## config.mk

```make
export PLATFORM = sky130hd
export DESIGN_NAME = blit_rop3_copy
export DESIGN_NICKNAME = d
export VERILOG_FILES = /design/src/rtl/blit_pkg.sv /design/src/rtl/blit_addr_gen.sv /design/src/rtl/blit_rop_unit.sv /design/src/rtl/blit_rop3_copy.sv
export SDC_FILE = /design/constraint.sdc
export NUM_CORES = 2
export LEC_CHECK = 0
export ABC_AREA = 1
export BUFFER_PORTS_ARGS = -buffer_cell sky130_fd_sc_hd__buf_2
export CAP_MARGIN = 20
export CORE_MARGIN = 2
export CORE_UTILIZATION = 62
export CTS_CLUSTER_DIAMETER = 40
export DETAILED_ROUTE_END_ITERATION = 6
export GPL_TIMING_DRIVEN = 0
export PLACE_DENSITY = 0.82
export SYNTH_ARGS = -nofsm -noshare
export SYNTH_HDL_FRONTEND = slang
export SYNTH_SLANG_ARGS = --single-unit
```

## constraint.sdc

```tcl
create_clock -name clk_i -period 13.3 [get_ports clk_i]
set_input_delay 0.665 -clock clk_i [delete_from_list [all_inputs] [get_ports clk_i]]
set_output_delay 0.665 -clock clk_i [all_outputs]
set_load 0.005 [all_outputs]
```

## src/rtl/blit_pkg.sv

```systemverilog
package blit_pkg;
  localparam int WORD_W    = 32;
  localparam int CMD_WORDS = 8;
  localparam int COORD_W   = 16;
  localparam int LANES     = WORD_W / 8;

  typedef enum logic [2:0] {
    ST_IDLE,
    ST_RSRC,
    ST_RDST,
    ST_WR,
    ST_DONE
  } blit_st_e;

  typedef struct packed {
    logic [COORD_W-1:0] y;
    logic [COORD_W-1:0] x;
  } point_t;
endpackage

```

## src/rtl/blit_addr_gen.sv

```systemverilog
module blit_addr_gen #(
  parameter int AW = 32,
  parameter int CW = 16,
  parameter int TILE_W_LOG2 = 9,
  parameter int TILE_H_LOG2 = 3
) (
  input  logic [AW-1:0] base_i,
  input  logic [CW-1:0] pitch_i,
  input  logic          tiled_i,
  input  logic [1:0]    bpp_log2_i,
  input  logic [CW-1:0] x_i,
  input  logic [CW-1:0] y_i,
  output logic [AW-1:0] addr_o
);
  localparam int TILE_LOG2 = TILE_W_LOG2 + TILE_H_LOG2;

  logic [AW-1:0] xb, yy, pitch_b, lin_off, til_off;

  always_comb begin
    xb      = AW'(x_i) << bpp_log2_i;
    yy      = AW'(y_i);
    pitch_b = tiled_i ? (AW'(pitch_i) << 2) : AW'(pitch_i);
    lin_off = yy * pitch_b + xb;
    // tile row stride = pitch * tile height; tiles 4 KB apart within a row
    til_off = (yy >> TILE_H_LOG2) * (pitch_b << TILE_H_LOG2)
            + ((xb >> TILE_W_LOG2) << TILE_LOG2)
            + ((yy & AW'((1 << TILE_H_LOG2) - 1)) << TILE_W_LOG2)
            + (xb & AW'((1 << TILE_W_LOG2) - 1));
    addr_o  = base_i + (tiled_i ? til_off : lin_off);
  end
endmodule

```

## src/rtl/blit_rop_unit.sv

```systemverilog
module blit_rop_unit #(
  parameter int W = 32
) (
  input  logic [7:0]   rop_i,
  input  logic [W-1:0] src_i,
  input  logic [W-1:0] dst_i,
  output logic [W-1:0] res_o
);
  // pattern term tied to 0: index = {1'b0, s, d}
  for (genvar i = 0; i < W; i++) begin : g_bit
    assign res_o[i] = rop_i[{1'b0, src_i[i], dst_i[i]}];
  end
endmodule

```

## src/rtl/blit_rop3_copy.sv

```systemverilog
module blit_rop3_copy
  import blit_pkg::*;
#(
  parameter int AW = 32
) (
  input  logic                          clk_i,
  input  logic                          rst_ni,
  input  logic                          cmd_valid_i,
  output logic                          cmd_ready_o,
  input  logic [CMD_WORDS*WORD_W-1:0]   cmd_i,
  output logic                          mem_req_o,
  output logic                          mem_we_o,
  output logic [AW-1:0]                 mem_addr_o,
  output logic [LANES-1:0]              mem_be_o,
  output logic [WORD_W-1:0]             mem_wdata_o,
  input  logic [WORD_W-1:0]             mem_rdata_i,
  output logic                          done_o
);
  localparam int CW = COORD_W;
  localparam int TILE_ALIGN = 12;

  logic [WORD_W-1:0] w [CMD_WORDS];
  for (genvar k = 0; k < CMD_WORDS; k++) begin : g_word
    assign w[k] = cmd_i[k*WORD_W +: WORD_W];
  end

  // command decode
  logic [1:0] depth_n, bl_n;
  logic       empty_n, bad_n;
  point_t     d1_n, d2_n;

  always_comb begin
    d1_n    = point_t'(w[2]);
    d2_n    = point_t'(w[3]);
    depth_n = w[1][25:24];
    bl_n    = (depth_n == 2'b11) ? 2'd2 : {1'b0, depth_n[0]};
    empty_n = (d2_n.x <= d1_n.x) || (d2_n.y <= d1_n.y);
    bad_n   = (depth_n == 2'b10)
           || (w[0][0] && w[4][TILE_ALIGN-1:0] != '0)
           || (w[0][1] && w[7][TILE_ALIGN-1:0] != '0);
  end

  logic unused_cmd_bits;
  assign unused_cmd_bits = ^{w[0][WORD_W-1:4], w[1][WORD_W-1:26], w[6][WORD_W-1:CW]};

  blit_st_e          st_q;
  logic [7:0]        rop_q;
  logic [1:0]        bl_q;
  logic              dtile_q, stile_q, wrgb_q, walpha_q;
  logic [CW-1:0]     dpitch_q, spitch_q, wid_q, hgt_q, cx_q, cy_q;
  logic [AW-1:0]     dbase_q, sbase_q;
  point_t            dorg_q, sorg_q;
  logic [WORD_W-1:0] srcw_q;

  wire accept   = cmd_valid_i && cmd_ready_o;
  wire last_col = (cx_q == wid_q - CW'(1));
  wire last_row = (cy_q == hgt_q - CW'(1));

  always_ff @(posedge clk_i or negedge rst_ni) begin
    if (!rst_ni) begin
      st_q     <= ST_IDLE;
      rop_q    <= '0;
      bl_q     <= '0;
      dtile_q  <= 1'b0;
      stile_q  <= 1'b0;
      wrgb_q   <= 1'b0;
      walpha_q <= 1'b0;
      dpitch_q <= '0;
      spitch_q <= '0;
      wid_q    <= '0;
      hgt_q    <= '0;
      cx_q     <= '0;
      cy_q     <= '0;
      dbase_q  <= '0;
      sbase_q  <= '0;
      dorg_q   <= '0;
      sorg_q   <= '0;
      srcw_q   <= '0;
    end else begin
      unique case (st_q)
        ST_IDLE: if (accept) begin
          rop_q    <= w[1][23:16];
          bl_q     <= bl_n;
          dtile_q  <= w[0][0];
          stile_q  <= w[0][1];
          wrgb_q   <= w[0][2];
          walpha_q <= w[0][3];
          dpitch_q <= w[1][CW-1:0];
          spitch_q <= w[6][CW-1:0];
          dbase_q  <= AW'(w[4]);
          sbase_q  <= AW'(w[7]);
          dorg_q   <= d1_n;
          sorg_q   <= point_t'(w[5]);
          wid_q    <= d2_n.x - d1_n.x;
          hgt_q    <= d2_n.y - d1_n.y;
          cx_q     <= '0;
          cy_q     <= '0;
          st_q     <= (empty_n || bad_n) ? ST_DONE : ST_RSRC;
        end
        ST_RSRC: st_q <= ST_RDST;
        ST_RDST: begin
          srcw_q <= mem_rdata_i;
          st_q   <= ST_WR;
        end
        ST_WR: begin
          if (!last_col) begin
            cx_q <= cx_q + CW'(1);
            st_q <= ST_RSRC;
          end else begin
            cx_q <= '0;
            if (last_row) st_q <= ST_DONE;
            else begin
              cy_q <= cy_q + CW'(1);
              st_q <= ST_RSRC;
            end
          end
        end
        ST_DONE: st_q <= ST_IDLE;
        default: st_q <= ST_IDLE;
      endcase
    end
  end

  // addressing
  logic [CW-1:0] dx_c, dy_c, sx_c, sy_c;
  logic [AW-1:0] daddr, saddr;
  assign dx_c = dorg_q.x + cx_q;
  assign dy_c = dorg_q.y + cy_q;
  assign sx_c = sorg_q.x + cx_q;
  assign sy_c = sorg_q.y + cy_q;

  blit_addr_gen #(.AW(AW), .CW(CW)) u_dst_addr (
    .base_i(dbase_q), .pitch_i(dpitch_q), .tiled_i(dtile_q), .bpp_log2_i(bl_q),
    .x_i(dx_c), .y_i(dy_c), .addr_o(daddr)
  );
  blit_addr_gen #(.AW(AW), .CW(CW)) u_src_addr (
    .base_i(sbase_q), .pitch_i(spitch_q), .tiled_i(stile_q), .bpp_log2_i(bl_q),
    .x_i(sx_c), .y_i(sy_c), .addr_o(saddr)
  );

  // lane alignment and merge
  logic [WORD_W-1:0] src_al;
  logic [LANES-1:0]  be_pix;
  assign src_al = (srcw_q >> {saddr[1:0], 3'b000}) << {daddr[1:0], 3'b000};

  always_comb begin
    unique case (bl_q)
      2'd0:    be_pix = 4'b0001;
      2'd1:    be_pix = 4'b0011;
      default: be_pix = {walpha_q, {3{wrgb_q}}};
    endcase
  end

  blit_rop_unit #(.W(WORD_W)) u_rop (
    .rop_i(rop_q), .src_i(src_al), .dst_i(mem_rdata_i), .res_o(mem_wdata_o)
  );

  assign cmd_ready_o = (st_q == ST_IDLE);
  assign done_o      = (st_q == ST_DONE);
  assign mem_req_o   = (st_q == ST_RSRC) || (st_q == ST_RDST) || (st_q == ST_WR);
  assign mem_we_o    = (st_q == ST_WR);
  assign mem_addr_o  = (st_q == ST_RSRC) ? saddr : daddr;
  assign mem_be_o    = (st_q == ST_WR) ? (be_pix << daddr[1:0]) : '0;

  // assertions
  p_done_pulse_r9: assert property (@(posedge clk_i) disable iff (!rst_ni)
    done_o |=> !done_o);
  p_ready_drop_r9: assert property (@(posedge clk_i) disable iff (!rst_ni)
    (cmd_valid_i && cmd_ready_o) |=> !cmd_ready_o);
  p_write_spacing_r10: assert property (@(posedge clk_i) disable iff (!rst_ni)
    (mem_req_o && mem_we_o) |=> !(mem_req_o && mem_we_o));
  p_read_before_write_r10: assert property (@(posedge clk_i) disable iff (!rst_ni)
    (mem_req_o && mem_we_o) |-> $past(mem_req_o && !mem_we_o));
  p_byte_lane_r5: assert property (@(posedge clk_i) disable iff (!rst_ni)
    (mem_we_o && bl_q == 2'd0) |-> ($countones(mem_be_o) <= 1));
  p_alpha_off_r6: assert property (@(posedge clk_i) disable iff (!rst_ni)
    (mem_we_o && bl_q == 2'd2 && !walpha_q) |-> !mem_be_o[3]);
  p_idle_quiet_r9: assert property (@(posedge clk_i) disable iff (!rst_ni)
    (cmd_ready_o || done_o) |-> !mem_req_o);
endmodule

```

### After elaboration in Yosys (flattened, before gate mapping)

Index checks and enable logic that the tools add are counted.

* register bits after elaboration: 269
* latch bits: 0
* RAM bits: 0
* memory bits (read-only): 0
* bits of input ports: 291
* output and inout port bits: 72
* word-level logic and storage cells: 195
* memories kept: 0

* add/subtract/negate cells: 20
* multipliers: 4
* div/mod/pow operators: 0
* magnitude comparators: 34
* equality and inequality tests: 12
* shifts and indexed selects: 5
* multiplexer cells: 83
* bitwise gates (word level): 0
* reduce and logical (&&, ||, !) cells: 17

Operator list (count)
* adder 32 bit: 6
* < comparator 2 x 4 -> 1 bit (second input constant): 32
* 2-to-1 mux 32 bit: 3
* adder 16 bit: 4
* adder 32 x 12 -> 32 bit: 2
* adder 32 x 9 -> 32 bit: 2
* binary-select mux 1 bit (select 2 bit): 32
* multiplier 16 x 32 -> 32 bit: 2
* 2-to-1 mux 16 bit: 4
* case mux 16 bit (2 select lines): 2
* left shift 16 x 2 -> 32 bit: 2
* multiplier 13 x 29 -> 29 bit: 2
* 2-to-1 mux 18 bit: 2
* adder 16 x 1 -> 16 bit (second input constant): 2
* == test 16 bit: 2
* <= comparator 16 bit: 2
* 2-to-1 mux 1 bit: 32
* left shift 32 x 5 -> 32 bit: 1
* >> shifter 32 x 5 -> 32 bit: 1
* subtractor 16 x 1 -> 16 bit (second input constant): 2
* subtractor 16 bit: 2
* nonzero test 12 bit: 2
* 2-to-1 mux 3 bit: 4
* case mux 3 bit (4 select lines): 1
* 18 further kinds: 29

### Logic depth before layout (Yosys ltp)

* depth in word-level cells: 11
* gate-level depth with buffers: 61
* depth with buffers taken out: 60

### Cells and area by module

A second synthesis with hierarchy kept.

* cells, all modules: 7569
* area total of the unflattened synthesis: 52710.6 um^2

By module, submodules not included
* blit_rop3_copy: times used 1, cells an instance 2452, area each 18023.5 um^2, sequential area each 6831.6 um^2
* blit_addr_gen at u_dst_addr: times used 1, cells an instance 2417, area each 16784.8 um^2, sequential area each 0.0 um^2
* blit_addr_gen at u_src_addr: times used 1, cells an instance 2396, area each 16585.9 um^2, sequential area each 0.0 um^2
* blit_rop_unit: times used 1, cells an instance 304, area each 1316.3 um^2, sequential area each 0.0 um^2

### Worst setup path before layout

Ideal clock, no wire load.

* kind: reg-to-output
* start point: register cy_q[0]
* end point: output mem_addr_o[31]
* arrival time: 9.174 ns
* data required time: 12.635 ns
* setup slack: 3.461 ns
* cell stages (with the launch flop): 62
* path through: dfrtp_1 ha_1 fa_1 nand2_1 nand2_1 o21ai_0 o21ai_0 inv_1 o21ai_0 nand3_1 nand2_1 a31oi_1 inv_1 or2_2 nand2_1 inv_1 buf_2 nand2_1 [... 26 more ...] nand2_1 nand4_1 o21ai_0 a21oi_1 a31oi_1 ha_1 nand2_1 inv_1 a21oi_1 o211ai_1 a21oi_1 nand2_1 or2_2 nand2_1 inv_1 nand3_1 nand3_1 nand2_1

* cells in the longest elaborated chain, start to end: 8
* elaborated cells between the ends (all ways): 19
* classes of those cells: add/sub (12); mul (4); mux (3)

Ends and longest elaborated chain
* from (decl): RTL line blit_rop3_copy.sv:50 `logic [CW-1:0] dpitch_q, spitch_q, wid_q, hgt_q, cx_q, cy_q;`
* from (signal assigned): RTL line blit_rop3_copy.sv:113 `cy_q <= cy_q + CW'(1);`
* adder 16 bit, on equally long branches: RTL line blit_rop3_copy.sv:128, blit_rop3_copy.sv:130
* multiplier 13 x 29 -> 29 bit: RTL line blit_addr_gen.sv:25 `til_off = (yy >> TILE_H_LOG2) * (pitch_b << TILE_H_LOG2)`
* adder 32 bit: RTL line blit_addr_gen.sv:26 `+ ((xb >> TILE_W_LOG2) << TILE_LOG2)`
* adder 32 x 12 -> 32 bit: RTL line blit_addr_gen.sv:27 `+ ((yy & AW'((1 << TILE_H_LOG2) - 1)) << TILE_W_LOG2)`
* adder 32 x 9 -> 32 bit: RTL line blit_addr_gen.sv:28 `+ (xb & AW'((1 << TILE_W_LOG2) - 1));`
* 2-to-1 mux 32 bit: RTL line blit_addr_gen.sv:29 `addr_o = base_i + (tiled_i ? til_off : lin_off);`
* adder 32 bit: RTL line blit_addr_gen.sv:29
* 2-to-1 mux 32 bit *: RTL line blit_rop3_copy.sv:162 `assign mem_addr_o = (st_q == ST_RSRC) ? saddr : daddr;`
* to (decl): RTL line blit_rop3_copy.sv:13 `output logic [AW-1:0] mem_addr_o,`

Every way passes the cells marked *; elsewhere a longest branch is shown, timed or not.

### Worst setup path in the final report

* start point: register cy_q[3]
* end point: output mem_addr_o[27]

Same word-level chain as after synthesis.

==> qor.csv <==
stage;metric;value;unit
status;status;complete, but fails checks;
status;failing checks;design-rule violations;
sta;Final Hold Vio Count;0;
synth;Syn Area/Cell;7.025;um^2
global_route;vias in the first global route;49770;
route;DRC viols;1;
global_route;first-pass GRT wire length;279100;um
cts;Max Buffers Root-to-Sink;3;
sta;Slew headroom;20.59;%
route;vias per inst;5.853;
synth;synthesized area;0.05053;mm^2
die;die height;289.5;um
cts;cts bufs inserted;52;
cts;CTS tree;yes;
die;Row Count;104;
cts;CTS sink cnt;269;
route;routed wl met2;77460;um
synth;Synthesized Nets;8544;
final_layout;fin nets;8925;
synth;Seq cells post-synth;269;
sta;Final min period;12780;ps
final_layout;area growth from synthesis to layout;9.870;%
synth;Synth Flop Type;dfrtp_1;
route;initial DRC count;5023;
final_layout;share of cells above drive strength 1;7.273;%
placement;RD Place Congestion;1.057;
route;drt first pass iters;7;
cts;clk slew on worst S/H paths;60;ps
route;top sig layer;met5;
synth;Post-synth EDFFs;0;
global_route;largest net degree at the start of global routing;117;
die;core area;0.08055;mm^2
die;IO Count;363;
synth;Async SR Flop Fraction;100.0;%
sta;worst slew pin tran;1182;ps
placement;cell area after placement;0.05359;mm^2
sta;final setup fails;0;
sta;RSZ-0062 raised after global routing;true;
global_route;initial antenna violation count;15;
cts;Worst-Skew Late Latency;650;ps
global_route;total gr overflow;0;
final_layout;Final Instance Area;0.05552;mm^2
setup_path;signal arrival time at the worst endpoint;12120;ps
sta;crit share post-route;96.11;%
cts;H-tree depth;2;
sta;final setup TNS;0;ps
synth;Synth cell types;58;
synth;Synth warnings;0;
setup_path;Setup CP Type;flop to output port;
cts;Root Driver;clkbuf_16;
setup_path;CP max FO;10;
setup_path;Worst Setup End Kind;output port;
route;WL final;185100;um
placement;post-DP HPWL;156400;um
setup_path;Critical-path top delay cell;dfrtp_1;
route;WL met1;72400;um
sta;achievable frequency;0.07823;GHz
flow_run;maxcap violations;0;
setup_path;CP Launch Type;flop;
synth;Synth Instances;7193;
setup_path;CP max stage delay;630;ps
placement;buffers added on ports;308;
sta;Pins Over Slew Limit;0;
route;DR WL/cell;21.31;um
global_route;GR Util All Layers;44.21;%
route;via count;50850;
synth;post-synthesis sequential area ratio;13.32;%
min_path;Hold Crit Class;input pin to flop;
sta;Min Hold Slack;212.2;ps
die;Die Footprint;0.08380;mm^2
sta;Clock Skew;46.18;ps
die;Die W;289.5;um
route;DR WL met3;25650;um
die;initial core utilization;62.73;%
route;ANT nets after route;0;
setup_path;CP required;12640;ps
[critical path: cells and delay by family, from the launching register on]
family,cells,cell delay [ps]
xor gates and xnor gates,1,340
DFF,1,630
buffers and inverters,9,1090
adders and majority gates,9,3950
AOI/OAI and AO/OA,17,3570
and+or+nand+nor,10,1860
[final timing paths]
kind,to,from,slack (ps),cells past startpoint
worst max-delay path,mem_addr_o[27],cy_q[3],520,46
worst min-delay path,spitch_q[13],cmd_i[205],210,3
worst max register to register,dbase_q[30],st_q[1],9660,10
worst min register to register,sorg_q[28],sorg_q[28],470,2
max in group asynchronous,cy_q[0],rst_ni,11250,4
min in group asynchronous,spitch_q[2],rst_ni,500,2
[cell type report]
class | count | area [um^2]
repair buffers | 329 | 1763
clock buffers | 57 | 1340
fillers | 7028 | 25030
well taps | 1060 | 1326
plain buffers | 176 | 696.9
clock inverters | 40 | 480.5
diodes | 10 | 25.02
inverters | 1457 | 5469
flip-flops and latches | 269 | 6734
multi-input cells | 5289 | 37680
[logic make-up (layout without fill, tap and decap cells)]
| family | after synthesis | after routing | synth area share (%) |
|---|---|---|---|
| simple gates | 2885 | 2885 | 23.15 |
| buf+inv | 1635 | 2059 | 12.21 |
| compound gates | 1137 | 1137 | 12.48 |
| fa+ha+maj | 1060 | 1060 | 35.22 |
| flops | 269 | 269 | 13.32 |
| xor+xnor | 193 | 193 | 3.345 |
| mux | 14 | 14 | 0.2773 |
| other cells | 0 | 10 | 0 |
[sequential cells by signal, summed over array words and instances (netlist names)]
register / flops
cx_q: 16
dpitch_q: 16
sorg_q: 32
stile_q: 1
wrgb_q: 1
bl_q: 2
st_q: 3
srcw_q: 32
hgt_q: 16
dtile_q: 1
sbase_q: 32
spitch_q: 16
rop_q: 4
wid_q: 16
walpha_q: 1
dorg_q: 32
dbase_q: 32
cy_q: 16
[metrics by stage]
stage,instances,worst slack [ps],util (%)
3_3_place_gp,8561,433.3,66.29
3_5_place_dp,8578,427.1,66.53
6_report,8687,517.9,68.92
5_1_grt,8686,-43.89,68.92
4_1_cts,8676,141.2,68.81
2_1_floorplan,7193,3461,-
[Yosys cell counts, types with 25 or more instances]
master	n	share of area, %
nand2_1	1847	14
inv_1	1437	11
fa_1	604	24
nor2_1	566	4.2
ha_1	456	11
o21ai_0	440	4.4
a21oi_1	412	4.1
dfrtp_1	269	13
nand3_1	234	2.3
clkbuf_1	159	1.2
xor2_1	122	2.1
xnor2_1	71	1.2
a31oi_1	66	0.82
nor3_1	66	0.65
or2_2	56	0.69
nand4_1	50	0.62
a211oi_1	37	0.55
o211ai_1	29	0.43
o21ai_1	25	0.25
[timing repair]
action	in CTS	in global routing
cloned	0	0
setup endpoints to repair	4	9
hold buffers	1	0
resized for setup	5	19
hold endpoints to repair	39	0
buffers inserted	0	1
[placed cells by master, fill, tap and decap left out, types with 18 or more instances in the layout]
master / netlist / routed
xnor2_1: 71 / 71
nand2_2: 16 / 18
fa_1: 604 / 604
clkbuf_1: 159 / 157
a211oi_1: 37 / 37
nand2_1: 1847 / 1845
o211ai_1: 29 / 29
o21ai_1: 25 / 29
o21bai_1: 24 / 24
nor2_1: 566 / 566
o21ai_2: 16 / 19
or2_2: 56 / 56
xor2_1: 122 / 122
buf_2: 6 / 318
clkinv_1: 18 / 18
a21oi_1: 412 / 412
nand3_1: 234 / 234
a31oi_1: 66 / 64
inv_1: 1437 / 1437
clkbuf_16: 0 / 52
ha_1: 456 / 456
o21ai_0: 440 / 433
nor3_1: 66 / 65
dfrtp_1: 269 / 267
nand4_1: 50 / 50
[metal layers]
layer / vias to the layer above / GRT usage, %
li1: 23170 / -
met1: 24180 / 59.03
met2: 2987 / 65.61
met3: 498 / 13.94
met4: 6 / 20.37
met5: - / 0
Power is left out: the tool's default activity adds up to more than one toggle a clock period on the data nets, which glitch-free logic cannot reach.
